File: config.mk
export PLATFORM = sky130hd
export DESIGN_NAME = strrep_ctrl
export DESIGN_NICKNAME = d
export VERILOG_FILES = /design/src/rtl/strrep_pkg.sv /design/src/rtl/strrep_rstsync.sv /design/src/rtl/strrep_ptr.sv /design/src/rtl/strrep_stop.sv /design/src/rtl/strrep_seq.sv /design/src/rtl/strrep_ctrl.sv
export SDC_FILE = /design/constraint.sdc
export NUM_CORES = 1
export LEC_CHECK = 0
export ABC_CLOCK_PERIOD_IN_PS = 1900
export BUFFER_PORTS_ARGS = -buffer_cell sky130_fd_sc_hd__buf_4
export CAP_MARGIN = 20
export CORE_ASPECT_RATIO = 1.4
export CORE_MARGIN = 2
export CORE_UTILIZATION = 48
export CTS_CLUSTER_DIAMETER = 50
export CTS_CLUSTER_SIZE = 12
export DETAILED_ROUTE_END_ITERATION = 10
export GPL_TIMING_DRIVEN = 0
export PLACE_DENSITY = 0.78
export SLEW_MARGIN = 15
export SYNTH_ARGS = -nofsm -noshare
export SYNTH_HDL_FRONTEND = slang
export SYNTH_SLANG_ARGS = --single-unit
File: constraint.sdc
create_clock -name clk -period 1.9 [get_ports clk]
set_input_delay 0.38 -clock clk [delete_from_list [all_inputs] [get_ports clk]]
set_output_delay 0.38 -clock clk [all_outputs]
set_load 0.005 [all_outputs]
File: src/rtl/strrep_pkg.sv
package strrep_pkg;

  typedef enum logic [2:0] {
    SK_MOVE  = 3'd0,
    SK_CMP   = 3'd1,
    SK_SCAN  = 3'd2,
    SK_LOAD  = 3'd3,
    SK_STORE = 3'd4
  } skind_e;

  typedef enum logic [1:0] {
    RP_NONE = 2'd0,
    RP_ALL  = 2'd1,
    RP_EQ   = 2'd2,
    RP_NE   = 2'd3
  } rep_e;

  typedef enum logic [1:0] {
    SQ_IDLE = 2'd0,
    SQ_RUN  = 2'd1,
    SQ_FIN  = 2'd2
  } seq_e;

  // kinds that read through the source pointer
  function automatic logic kind_uses_src(skind_e k);
    return (k == SK_MOVE) || (k == SK_CMP) || (k == SK_LOAD);
  endfunction

  // kinds that touch the destination pointer
  function automatic logic kind_uses_dst(skind_e k);
    return (k == SK_MOVE) || (k == SK_CMP) || (k == SK_SCAN) || (k == SK_STORE);
  endfunction

  // kinds whose element produces a zero flag
  function automatic logic kind_sets_zf(skind_e k);
    return (k == SK_CMP) || (k == SK_SCAN);
  endfunction

endpackage

File: src/rtl/strrep_rstsync.sv
module strrep_rstsync #(
  parameter int STAGES = 2
) (
  input  logic clk,
  input  logic rst_n,
  output logic rst_n_sync
);
  logic [STAGES-1:0] chain_q;

  always_ff @(posedge clk or negedge rst_n) begin
    if (!rst_n) chain_q <= '0;
    else        chain_q <= {chain_q[STAGES-2:0], 1'b1};
  end

  assign rst_n_sync = chain_q[STAGES-1];
endmodule

File: src/rtl/strrep_ptr.sv
module strrep_ptr #(
  parameter int AW = 16
) (
  input  logic [AW-1:0] cur_i,
  input  logic          en_i,
  input  logic          dec_i,
  input  logic          word_i,
  output logic [AW-1:0] nxt_o
);
  localparam logic [AW-1:0] STEP_B = AW'(1);
  localparam logic [AW-1:0] STEP_W = AW'(2);

  logic [AW-1:0] delta;

  always_comb begin
    delta = word_i ? STEP_W : STEP_B;
    if (!en_i)      nxt_o = cur_i;
    else if (dec_i) nxt_o = cur_i - delta;
    else            nxt_o = cur_i + delta;
  end
endmodule

File: src/rtl/strrep_stop.sv
module strrep_stop
  import strrep_pkg::*;
#(
  parameter int CW = 16
) (
  input  rep_e          rep_start_i,
  input  logic [CW-1:0] cx_start_i,
  input  rep_e          rep_i,
  input  logic          zf_valid_i,
  input  logic [CW-1:0] cx_nxt_i,
  input  logic          zf_nxt_i,
  output logic          skip_o,
  output logic          stop_o
);
  logic cnt_out;
  logic zf_out;

  always_comb begin
    skip_o  = (rep_start_i != RP_NONE) && (cx_start_i == '0);
    cnt_out = (cx_nxt_i == '0);
    zf_out  = 1'b0;
    if (zf_valid_i) begin
      if (rep_i == RP_EQ) zf_out = !zf_nxt_i;
      if (rep_i == RP_NE) zf_out = zf_nxt_i;
    end
    stop_o = (rep_i == RP_NONE) || cnt_out || zf_out;
  end
endmodule

File: src/rtl/strrep_seq.sv
module strrep_seq
  import strrep_pkg::*;
(
  input  logic clk,
  input  logic rst_n,
  input  logic start_i,
  input  logic skip_i,
  input  logic fire_i,
  input  logic stop_i,
  output logic accept_o,
  output logic busy_o,
  output logic done_o
);
  seq_e state_q, state_d;

  always_comb begin
    state_d  = state_q;
    accept_o = 1'b0;
    unique case (state_q)
      SQ_IDLE: begin
        if (start_i) begin
          accept_o = 1'b1;
          state_d  = skip_i ? SQ_FIN : SQ_RUN;
        end
      end
      SQ_RUN:  if (fire_i && stop_i) state_d = SQ_FIN;
      SQ_FIN:  state_d = SQ_IDLE;
      default: state_d = SQ_IDLE;
    endcase
  end

  always_ff @(posedge clk or negedge rst_n) begin
    if (!rst_n) state_q <= SQ_IDLE;
    else        state_q <= state_d;
  end

  assign busy_o = (state_q == SQ_RUN);
  assign done_o = (state_q == SQ_FIN);
endmodule

File: src/rtl/strrep_ctrl.sv
module strrep_ctrl
  import strrep_pkg::*;
#(
  parameter int AW = 16,
  parameter int CW = 16
) (
  input  logic          clk,
  input  logic          rst_n,
  input  logic          start_i,
  input  logic [2:0]    kind_i,
  input  logic          word_i,
  input  logic [1:0]    rep_i,
  input  logic          df_i,
  input  logic          zf_i,
  input  logic [CW-1:0] cx_i,
  input  logic [AW-1:0] si_i,
  input  logic [AW-1:0] di_i,
  output logic          step_req_o,
  input  logic          step_ack_i,
  input  logic          step_zf_i,
  output logic [2:0]    step_kind_o,
  output logic          step_word_o,
  output logic [AW-1:0] step_src_o,
  output logic [AW-1:0] step_dst_o,
  output logic          busy_o,
  output logic          done_o,
  output logic [CW-1:0] cx_o,
  output logic [AW-1:0] si_o,
  output logic [AW-1:0] di_o,
  output logic          zf_o
);
  localparam int NLANE = 2;

  logic rst_n_s;
  logic accept, fire, skip, stop;

  skind_e kind_q;
  rep_e   rep_q;
  logic   word_q, dec_q, zf_q;
  logic [CW-1:0] cx_q, cx_nxt;
  logic          zf_nxt;

  logic [NLANE-1:0][AW-1:0] ptr_q, ptr_nxt, ptr_ld;
  logic [NLANE-1:0]         lane_en;

  strrep_rstsync #(.STAGES(2)) u_rst (
    .clk       (clk),
    .rst_n     (rst_n),
    .rst_n_sync(rst_n_s)
  );

  assign fire = step_req_o && step_ack_i;

  // control fields captured at start
  always_ff @(posedge clk or negedge rst_n_s) begin
    if (!rst_n_s) begin
      kind_q <= SK_MOVE;
      rep_q  <= RP_NONE;
      word_q <= 1'b0;
      dec_q  <= 1'b0;
    end else if (accept) begin
      kind_q <= skind_e'(kind_i);
      rep_q  <= rep_e'(rep_i);
      word_q <= word_i;
      dec_q  <= df_i;
    end
  end

  // count and zero flag next values
  always_comb begin
    cx_nxt = (rep_q != RP_NONE) ? cx_q - CW'(1) : cx_q;
    zf_nxt = kind_sets_zf(kind_q) ? step_zf_i : zf_q;
  end

  always_ff @(posedge clk or negedge rst_n_s) begin
    if (!rst_n_s) begin
      cx_q <= '0;
      zf_q <= 1'b0;
    end else if (accept) begin
      cx_q <= cx_i;
      zf_q <= zf_i;
    end else if (fire) begin
      cx_q <= cx_nxt;
      zf_q <= zf_nxt;
    end
  end

  // pointer lanes: 0 = source, 1 = destination
  assign lane_en = {kind_uses_dst(kind_q), kind_uses_src(kind_q)};
  assign ptr_ld  = {di_i, si_i};

  for (genvar g = 0; g < NLANE; g++) begin : g_lane
    strrep_ptr #(.AW(AW)) u_ptr (
      .cur_i (ptr_q[g]),
      .en_i  (lane_en[g]),
      .dec_i (dec_q),
      .word_i(word_q),
      .nxt_o (ptr_nxt[g])
    );

    always_ff @(posedge clk or negedge rst_n_s) begin
      if (!rst_n_s)    ptr_q[g] <= '0;
      else if (accept) ptr_q[g] <= ptr_ld[g];
      else if (fire)   ptr_q[g] <= ptr_nxt[g];
    end
  end

  strrep_stop #(.CW(CW)) u_stop (
    .rep_start_i(rep_e'(rep_i)),
    .cx_start_i (cx_i),
    .rep_i      (rep_q),
    .zf_valid_i (kind_sets_zf(kind_q)),
    .cx_nxt_i   (cx_nxt),
    .zf_nxt_i   (zf_nxt),
    .skip_o     (skip),
    .stop_o     (stop)
  );

  strrep_seq u_seq (
    .clk     (clk),
    .rst_n   (rst_n_s),
    .start_i (start_i),
    .skip_i  (skip),
    .fire_i  (fire),
    .stop_i  (stop),
    .accept_o(accept),
    .busy_o  (busy_o),
    .done_o  (done_o)
  );

  assign step_req_o  = busy_o;
  assign step_kind_o = kind_q;
  assign step_word_o = word_q;
  assign step_src_o  = ptr_q[0];
  assign step_dst_o  = ptr_q[1];
  assign cx_o        = cx_q;
  assign si_o        = ptr_q[0];
  assign di_o        = ptr_q[1];
  assign zf_o        = zf_q;
endmodule

==> results.toml, run 1 <==
[grt]
grt_max_degree = 42
grt_pass1_vias = 5442
grt_pass1_wl_um = 26100
antenna_found_initial = 0
grt_overflow = 0
grtUsageTotal_pct = 30.7

[placement]
hpwl_um = 12100
dp_slack_ns = -1.21
io_buffers = 148
gp_congestion = 0.913
dp_cells = 900
placed_area_um2 = 6330

[sta]
fin_hold_ws_ns = 0.218
finalMaxSlewViolations = 0
hold_viol_final = 0
setup_violations = 37
max_freq_mhz = 384
fin_worst_skew_ns = 0.00409
tightestPinTransition_ns = 0.575
maxSlewHeadroom_pct = 61.7
min_period_over_period_pct = 137
period_needed_ns = 2.60
rsz0062_at_grt = "yes"
setup_ws_ns = -0.702

[routing]
drcViolationCount = 0
wl_per_cell_um = 18.6
dr_total_vias = 5572
route.met2.wl_um = 9260
drt_iter0_markers = 302
ant_nets = 0
drt-met1-wl_um = 6520
vias_per_cell = 5.89
dr.pass1.iters = 7
routed_wl_um = 17600
met3_length_um = 1060
top_layer_used = "met4"

[cells_and_area]
finish.utilization_pct = 75.0
fin_cells = 946
fillers = 761
area_delta_synth_final_pct = 52.2
final_cell_area_um2 = 7430
final_net_count = 900
layout-drive-gt1-share_pct = 43.9
antenna_cells_inserted = 0

[logic_synthesis]
syn-num-nets = 710
synth-edff-count = 0
async_reset_ff_share_pct = 100
synth_area_per_cell_um2 = 7.92
synthFlopType = "dfrtp_1"
synth.ff_latch_count = 60
synth.distinct_cells = 66
syn_inst = 616
yosys_warnings = 0
synth_area_um2 = 4880
ys_seq_area_share_pct = 30.8

[clock_tree]
clockRootBuffer = "clkbuf_16"
clk_pin_slew_ns = 0.05
clk-insertion-delay-late_ns = 0.33
clk_path_buf_depth = 2
clock-sinks = 60
htreeDepth = 3
cts_tree = "built"
cts_buffers = 9

[die]
io_pins = 149
core_area_um2 = 9900
start_util_pct = 49.3
die-area_um2 = 11000
fp.dieW_um = 89.2
die_h_um = 123
row_count = 43

[setup_path]
critical_path_arrival_ns = 2.82
cp-start-kind = "flop"
required_ns = 2.11
crit_fanout = 4
crit_type = "flop to flop"
worst_setup_path_end_kind = "flop"

[pwr]
peakVddDrop_mv = 1.28
seqPwrFrac_pct = 17.4
intPower_mw = 8.81
power.share.combinational_pct = 72.6
leakagePower_nw = 3.35
switching_share_pct = 45.6
switching_power_mw = 7.40
power_density_nw_per_um2 = 2180
power_frac_clock_pct = 10.0

[flow_run]
cap_violations = 0

[worst_hold_path]
worstHoldPathType = "flop to async pin"

[status]
violations = "setup timing"
status = "finished with violations"
[power by group through the flow]
stage / clock network, mW / logic [mW] / registers, mW
global route: 1.66 / 12.8 / 2.91
CTS: 1.64 / 10.6 / 2.75
floorplan: 0 / 6.48 / 2.63
finish: 1.62 / 11.8 / 2.82
global placement: 0 / 9.10 / 2.79
detailed placement: 0 / 9.39 / 2.80
[worst paths after layout]
path,startpoint,to,slack [ns],depth (start not counted)
max reg2reg,dec_q$_DFFE_PN0P_,si_o[14]$_DFFE_PN0P_,-0.70,11
min in group clk,di_i[0],di_o[0]$_DFFE_PN0P_,0.25,3
min reg2reg,u_rst.chain_q[1]$_DFF_PN0_,si_o[11]$_DFFE_PN0P_,0.22,0
max in group asynchronous,u_rst.chain_q[1]$_DFF_PN0_,dec_q$_DFFE_PN0P_,1.13,1
max,dec_q$_DFFE_PN0P_,si_o[14]$_DFFE_PN0P_,-0.70,11
min,u_rst.chain_q[1]$_DFF_PN0_,si_o[11]$_DFFE_PN0P_,0.22,0
[repair_timing]
item	in CTS	in global routing
setup buffers	22	15
setup endpoints to repair	51	51
hold endpoints to repair	2	0
hold buffers	1	0
gates resized for setup	83	69
pin swaps	24	30
[cells in the mapped netlist, types with 4 or more instances]
library cell,count,area share [%]
a21o_1,4,0.62
a211oi_1,9,1.4
a21oi_1,47,4.8
or3_1,8,1.0
inv_1,14,1.1
buf_4,34,5.2
o311ai_0,4,0.72
nor2_1,54,4.2
nor2b_1,10,1.3
o211ai_1,7,1.1
a31oi_1,12,1.5
and2_1,4,0.51
nor3_1,23,2.4
clkbuf_1,25,1.9
ha_1,31,7.9
dfrtp_1,60,31
xnor2_1,7,1.3
o22ai_1,5,0.64
o21ai_1,7,0.72
or4_1,4,0.62
and3_1,5,0.64
xor2_1,8,1.4
nor4_1,5,0.64
o21ai_0,43,4.4
nand2b_1,10,1.3
nand2_1,82,6.3
a221o_1,6,1.2
nand3_1,13,1.3
o21a_1,14,2.2
[metrics by stage]
stage               power [mW]  setup TNS (ns)
global placement          11.9          -70.15
detailed placement        12.2          -27.27
finish                    16.2          -14.10
floorplan                 9.11          -12.10
global route              17.4          -17.01
CTS                       15.0          -11.87
[worst max-delay path, stage by stage, from the launching register on]
cell	delay, ns
dfrtp_4	0.48
buf_8	0.13
nor2b_4	0.14
buf_6	0.12
fa_2	0.37
a211oi_4	0.25
o21ai_2	0.09
a211oi_2	0.22
o21bai_2	0.12
o41ai_2	0.29
mux2i_1	0.23
nor3_1	0.06
[cells in the final DEF (no fill, tap or decap), types with 15 or more instances in the layout]
cell,netlist,routed
nor3_1,23,18
buf_4,34,204
nor2_1,54,50
dfrtp_1,60,57
o21ai_0,43,22
a21oi_1,47,37
buf_6,0,15
o21ai_1,7,18
nand2_1,82,78
[layout make-up]
| type | instances | area (um^2) | area share [%] |
|---|---|---|---|
| inverters | 14 | 52.6 | 0.708 |
| flip-flops and latches | 60 | 1510 | 20.3 |
| clock inverters | 1 | 5.00 | 0.0674 |
| plain buffers | 59 | 408 | 5.49 |
| well taps | 135 | 169 | 2.27 |
| repair buffers | 184 | 1450 | 19.5 |
| clock buffers | 15 | 288 | 3.87 |
| multi-input cells | 478 | 3550 | 47.8 |
[flip-flops by register name, summed over array words and instances (netlist names)]
signal	cells
cx_o	16
dec_q	1
di_o	16
rep_q	2
si_o	16
step_kind_o	3
step_word_o	1
u_rst.chain_q	2
u_seq.state_q	2
zf_o	1
[cell families after synthesis]
logic type	Yosys count	synth area share (%)
simple gates	230	22.0
compound gates	193	25.7
buf+inv	78	8.69
flops	60	30.8
fa+ha+maj	34	8.97
xor+xnor	15	2.69
mux	5	1.08
other cells	1	0.0768
[metal layers]
layer,track usage [%],vias to the layer above
met4,17.4,0
met1,34.8,2665
met5,0,-
met2,53.9,250
li1,-,2592
met3,4.14,65
(Power assumes the default switching activity.)
==> run 2, diff against run 1 <==
--- a/config.mk
+++ b/config.mk
@@ -10,7 +10,7 @@
 export CAP_MARGIN = 20
 export CORE_ASPECT_RATIO = 1.4
 export CORE_MARGIN = 2
-export CORE_UTILIZATION = 48
+export CORE_UTILIZATION = 49
 export CTS_CLUSTER_DIAMETER = 50
 export CTS_CLUSTER_SIZE = 12
 export DETAILED_ROUTE_END_ITERATION = 10
@@ -19,4 +19,5 @@
 export SLEW_MARGIN = 15
 export SYNTH_ARGS = -nofsm -noshare
 export SYNTH_HDL_FRONTEND = slang
+export SYNTH_HIERARCHICAL = 1
 export SYNTH_SLANG_ARGS = --single-unit
==> run 2 against run 1 <==
Effect of this change: synthesized area increased by 14%; utilization grew 4.0 points; count of clock-buffer cells in the layout down 3; synthesized cell count is 6.8% higher; clock skew up 0.0050 ns; final cell count is 9.3% higher; setup slack lost 0.22 ns; largest cell class unchanged; maximum frequency fell by 7.7%; highest routed layer unchanged; the flow still finishes with violations (setup timing); die area grew 11%; clock power rose by 12%; power is 42% higher.
==> results.toml, run 2 <==
[status]
status = "finished with violations"
violations = "setup timing"

[setup_path]
reg2reg_from = "cx_o[1]$_DFFE_PN0P_"
r2r_slack_ns = -0.92
cp-start-kind = "flop"
reg2regPathDepth = 9
timing.rr.end = "u_seq/state_q[0]$_DFFE_PN0P_"
worst_setup_path_end_kind = "flop"
critical_path_arrival_ns = 3.04
crit_type = "flop to flop"
required_ns = 2.12
crit_fanout = 3
crit_path_start = "cx_o[1]$_DFFE_PN0P_"

[clock_tree]
clockRootBuffer = "clkbuf_16"
clock-sinks = 60
cts_tree = "built"
clk-insertion-delay-late_ns = 0.34
htreeDepth = 3
clk_pin_slew_ns = 0.06
clk_path_buf_depth = 2
cts_buffers = 9

[logic_synthesis]
syn-num-nets = 752
synth_area_per_cell_um2 = 8.47
syn_inst = 658
synth-edff-count = 0
synth_common_cells = "nand2_1 (85), dfrtp_1 (60), o21ai_0 (55), mux2i_1 (37), nor2_1 (37)"
yosys_warnings = 6
synth_area_um2 = 5570
async_reset_ff_share_pct = 100
yosys.area.top_type = "dfrtp_1"
synth.distinct_cells = 62
synthFlopType = "dfrtp_1"
synthTopCellsByArea = "dfrtp_1 (27%), ha_1 (7.0%), mux2i_1 (6.6%)"
yosys.area.top_type_share_pct = 26.9
ys_seq_area_share_pct = 26.9
synth.ff_latch_count = 60
synth_most_common_cell = "nand2_1"

[cells_and_area]
antenna_cells_inserted = 0
finish.utilization_pct = 79.1
layout_common_cells = "buf_4 (225), nand2_1 (79), dfrtp_1 (54)"
layout_commonest_cell = "buf_4"
final_net_count = 979
area_delta_synth_final_pct = 59.3
layout-drive-gt1-share_pct = 51.1

[pwr]
p_total_mw = 23.1
leakagePower_nw = 4.03
power_density_nw_per_um2 = 2600
peakVddDrop_mv = 1.24

[grt]
grt_pass1_wl_um = 30400
grtUsageTotal_pct = 31.5
grt_max_degree = 59
antenna_found_initial = 0
grt_pass1_vias = 6354
grt_overflow = 0

[worst_hold_path]
worstHoldPathType = "input pin to flop"
holdPathEnd = "di_o[11]$_DFFE_PN0P_"
hold_depth = 3
holdCritStartpoint = "di_i[11]"

[sta]
rsz0062_at_grt = "yes"
maxSlewHeadroom_pct = 41.6
min_period_over_period_pct = 148
setup_ws_ns = -0.918
max_freq_mhz = 355
fin_worst_skew_ns = 0.00914
tightestPinTransition_ns = 0.874
finalMaxSlewViolations = 0
setup_violations = 35
hold_viol_final = 0
period_needed_ns = 2.82

[die]
die-area_um2 = 12300
die_h_um = 130
io_pins = 149
fp.dieW_um = 94.1
start_util_pct = 49.7
core_area_um2 = 11200
row_count = 46

[placement]
dp_slack_ns = -1.23
gp_congestion = 0.922
io_buffers = 148
hpwl_um = 12400

[routing]
routed_wl_um = 22100
dr.pass1.iters = 5
drcViolationCount = 0
dr_total_vias = 6403
ant_nets = 0
drt-met1-wl_um = 7600
top_layer_used = "met4"
met3_length_um = 1520
vias_per_cell = 6.19
route.met2.wl_um = 11700
drt_iter0_markers = 448
wl_per_cell_um = 21.4

[flow_run]
cap_violations = 0
run 2: worst max path at each step:
stage	slack, ns	depth (start not counted)	to
detailed placement	-1.23	10	si_o[12]$_DFFE_PN0P_
global placement	-1.19	10	di_o[12]$_DFFE_PN0P_
finish	-0.92	9	u_seq/state_q[0]$_DFFE_PN0P_
CTS	-0.93	9	u_seq/state_q[0]$_DFFE_PN0P_
floorplan	-0.73	9	u_seq/state_q[0]$_DFFE_PN0P_
global route	-0.93	11	cx_o[13]$_DFFE_PN0P_
run 2: cell families after synthesis:
logic type | count (synthesis) | share of synthesized area [%]
and+or+nand+nor | 208 | 18.3
muxes | 68 | 13.0
xor gates and xnor gates | 45 | 7.07
AOI/OAI and AO/OA | 162 | 18.9
DFF | 60 | 26.9
other | 1 | 0.0673
adders and majority gates | 33 | 7.68
buffers and inverters | 81 | 7.97
run 2: worst max-delay path, stage by stage (launching register included):
cell and delay, ns:
dfrtp_2 0.42, or4_4 0.55, or3_4 0.36, or4_4 0.45
xnor2_2 0.17, nor4_2 0.23, nand4_1 0.19, nand3_2 0.13
nand2_1 0.05, a21o_1 0.15
run 2: report_power, final:
group / switching, mW / internal [mW]
clock: 0.641 / 1.18
combinational: 8.54 / 9.62
sequential: 1.17 / 1.93
run 2: cell type report:
class | count | area, um^2
clock buffer | 12 | 246
clock inverter | 4 | 72.6
multi-input combinational | 517 | 4560
fill | 708 | 2350
buffer | 55 | 374
sequential | 60 | 1510
timing repair buffer | 222 | 1840
inverter | 20 | 91.3
tap | 144 | 180
run 2: routing by layer:
metal / vias to the layer above / track usage (%)
met5: - / 0
met4: 0 / 17.9
met3: 114 / 5.66
met2: 388 / 56.9
met1: 3107 / 34.2
li1: 2794 / -
run 2: timing repair:
action	CTS	global route
setup buffers	45	30
hold endpoints to repair	2	0
hold buffers	1	0
endpoints found under the setup margin	57	54
resized for setup	184	105
pin swaps	55	59
run 2: per-stage QoR:
step | cell area (um^2) | hold WS (ns) | instances | TNS, ns
after floorplan | 5620 | 0.0844 | 658 | -15.76
after global placement | 6910 | 0.162 | 950 | -75.48
after detailed placement | 6940 | 0.164 | 951 | -37.09
after CTS | 8290 | 0.250 | 1009 | -17.87
after global routing | 8870 | 0.255 | 1034 | -22.73
final | 8870 | 0.253 | 1034 | -20.80
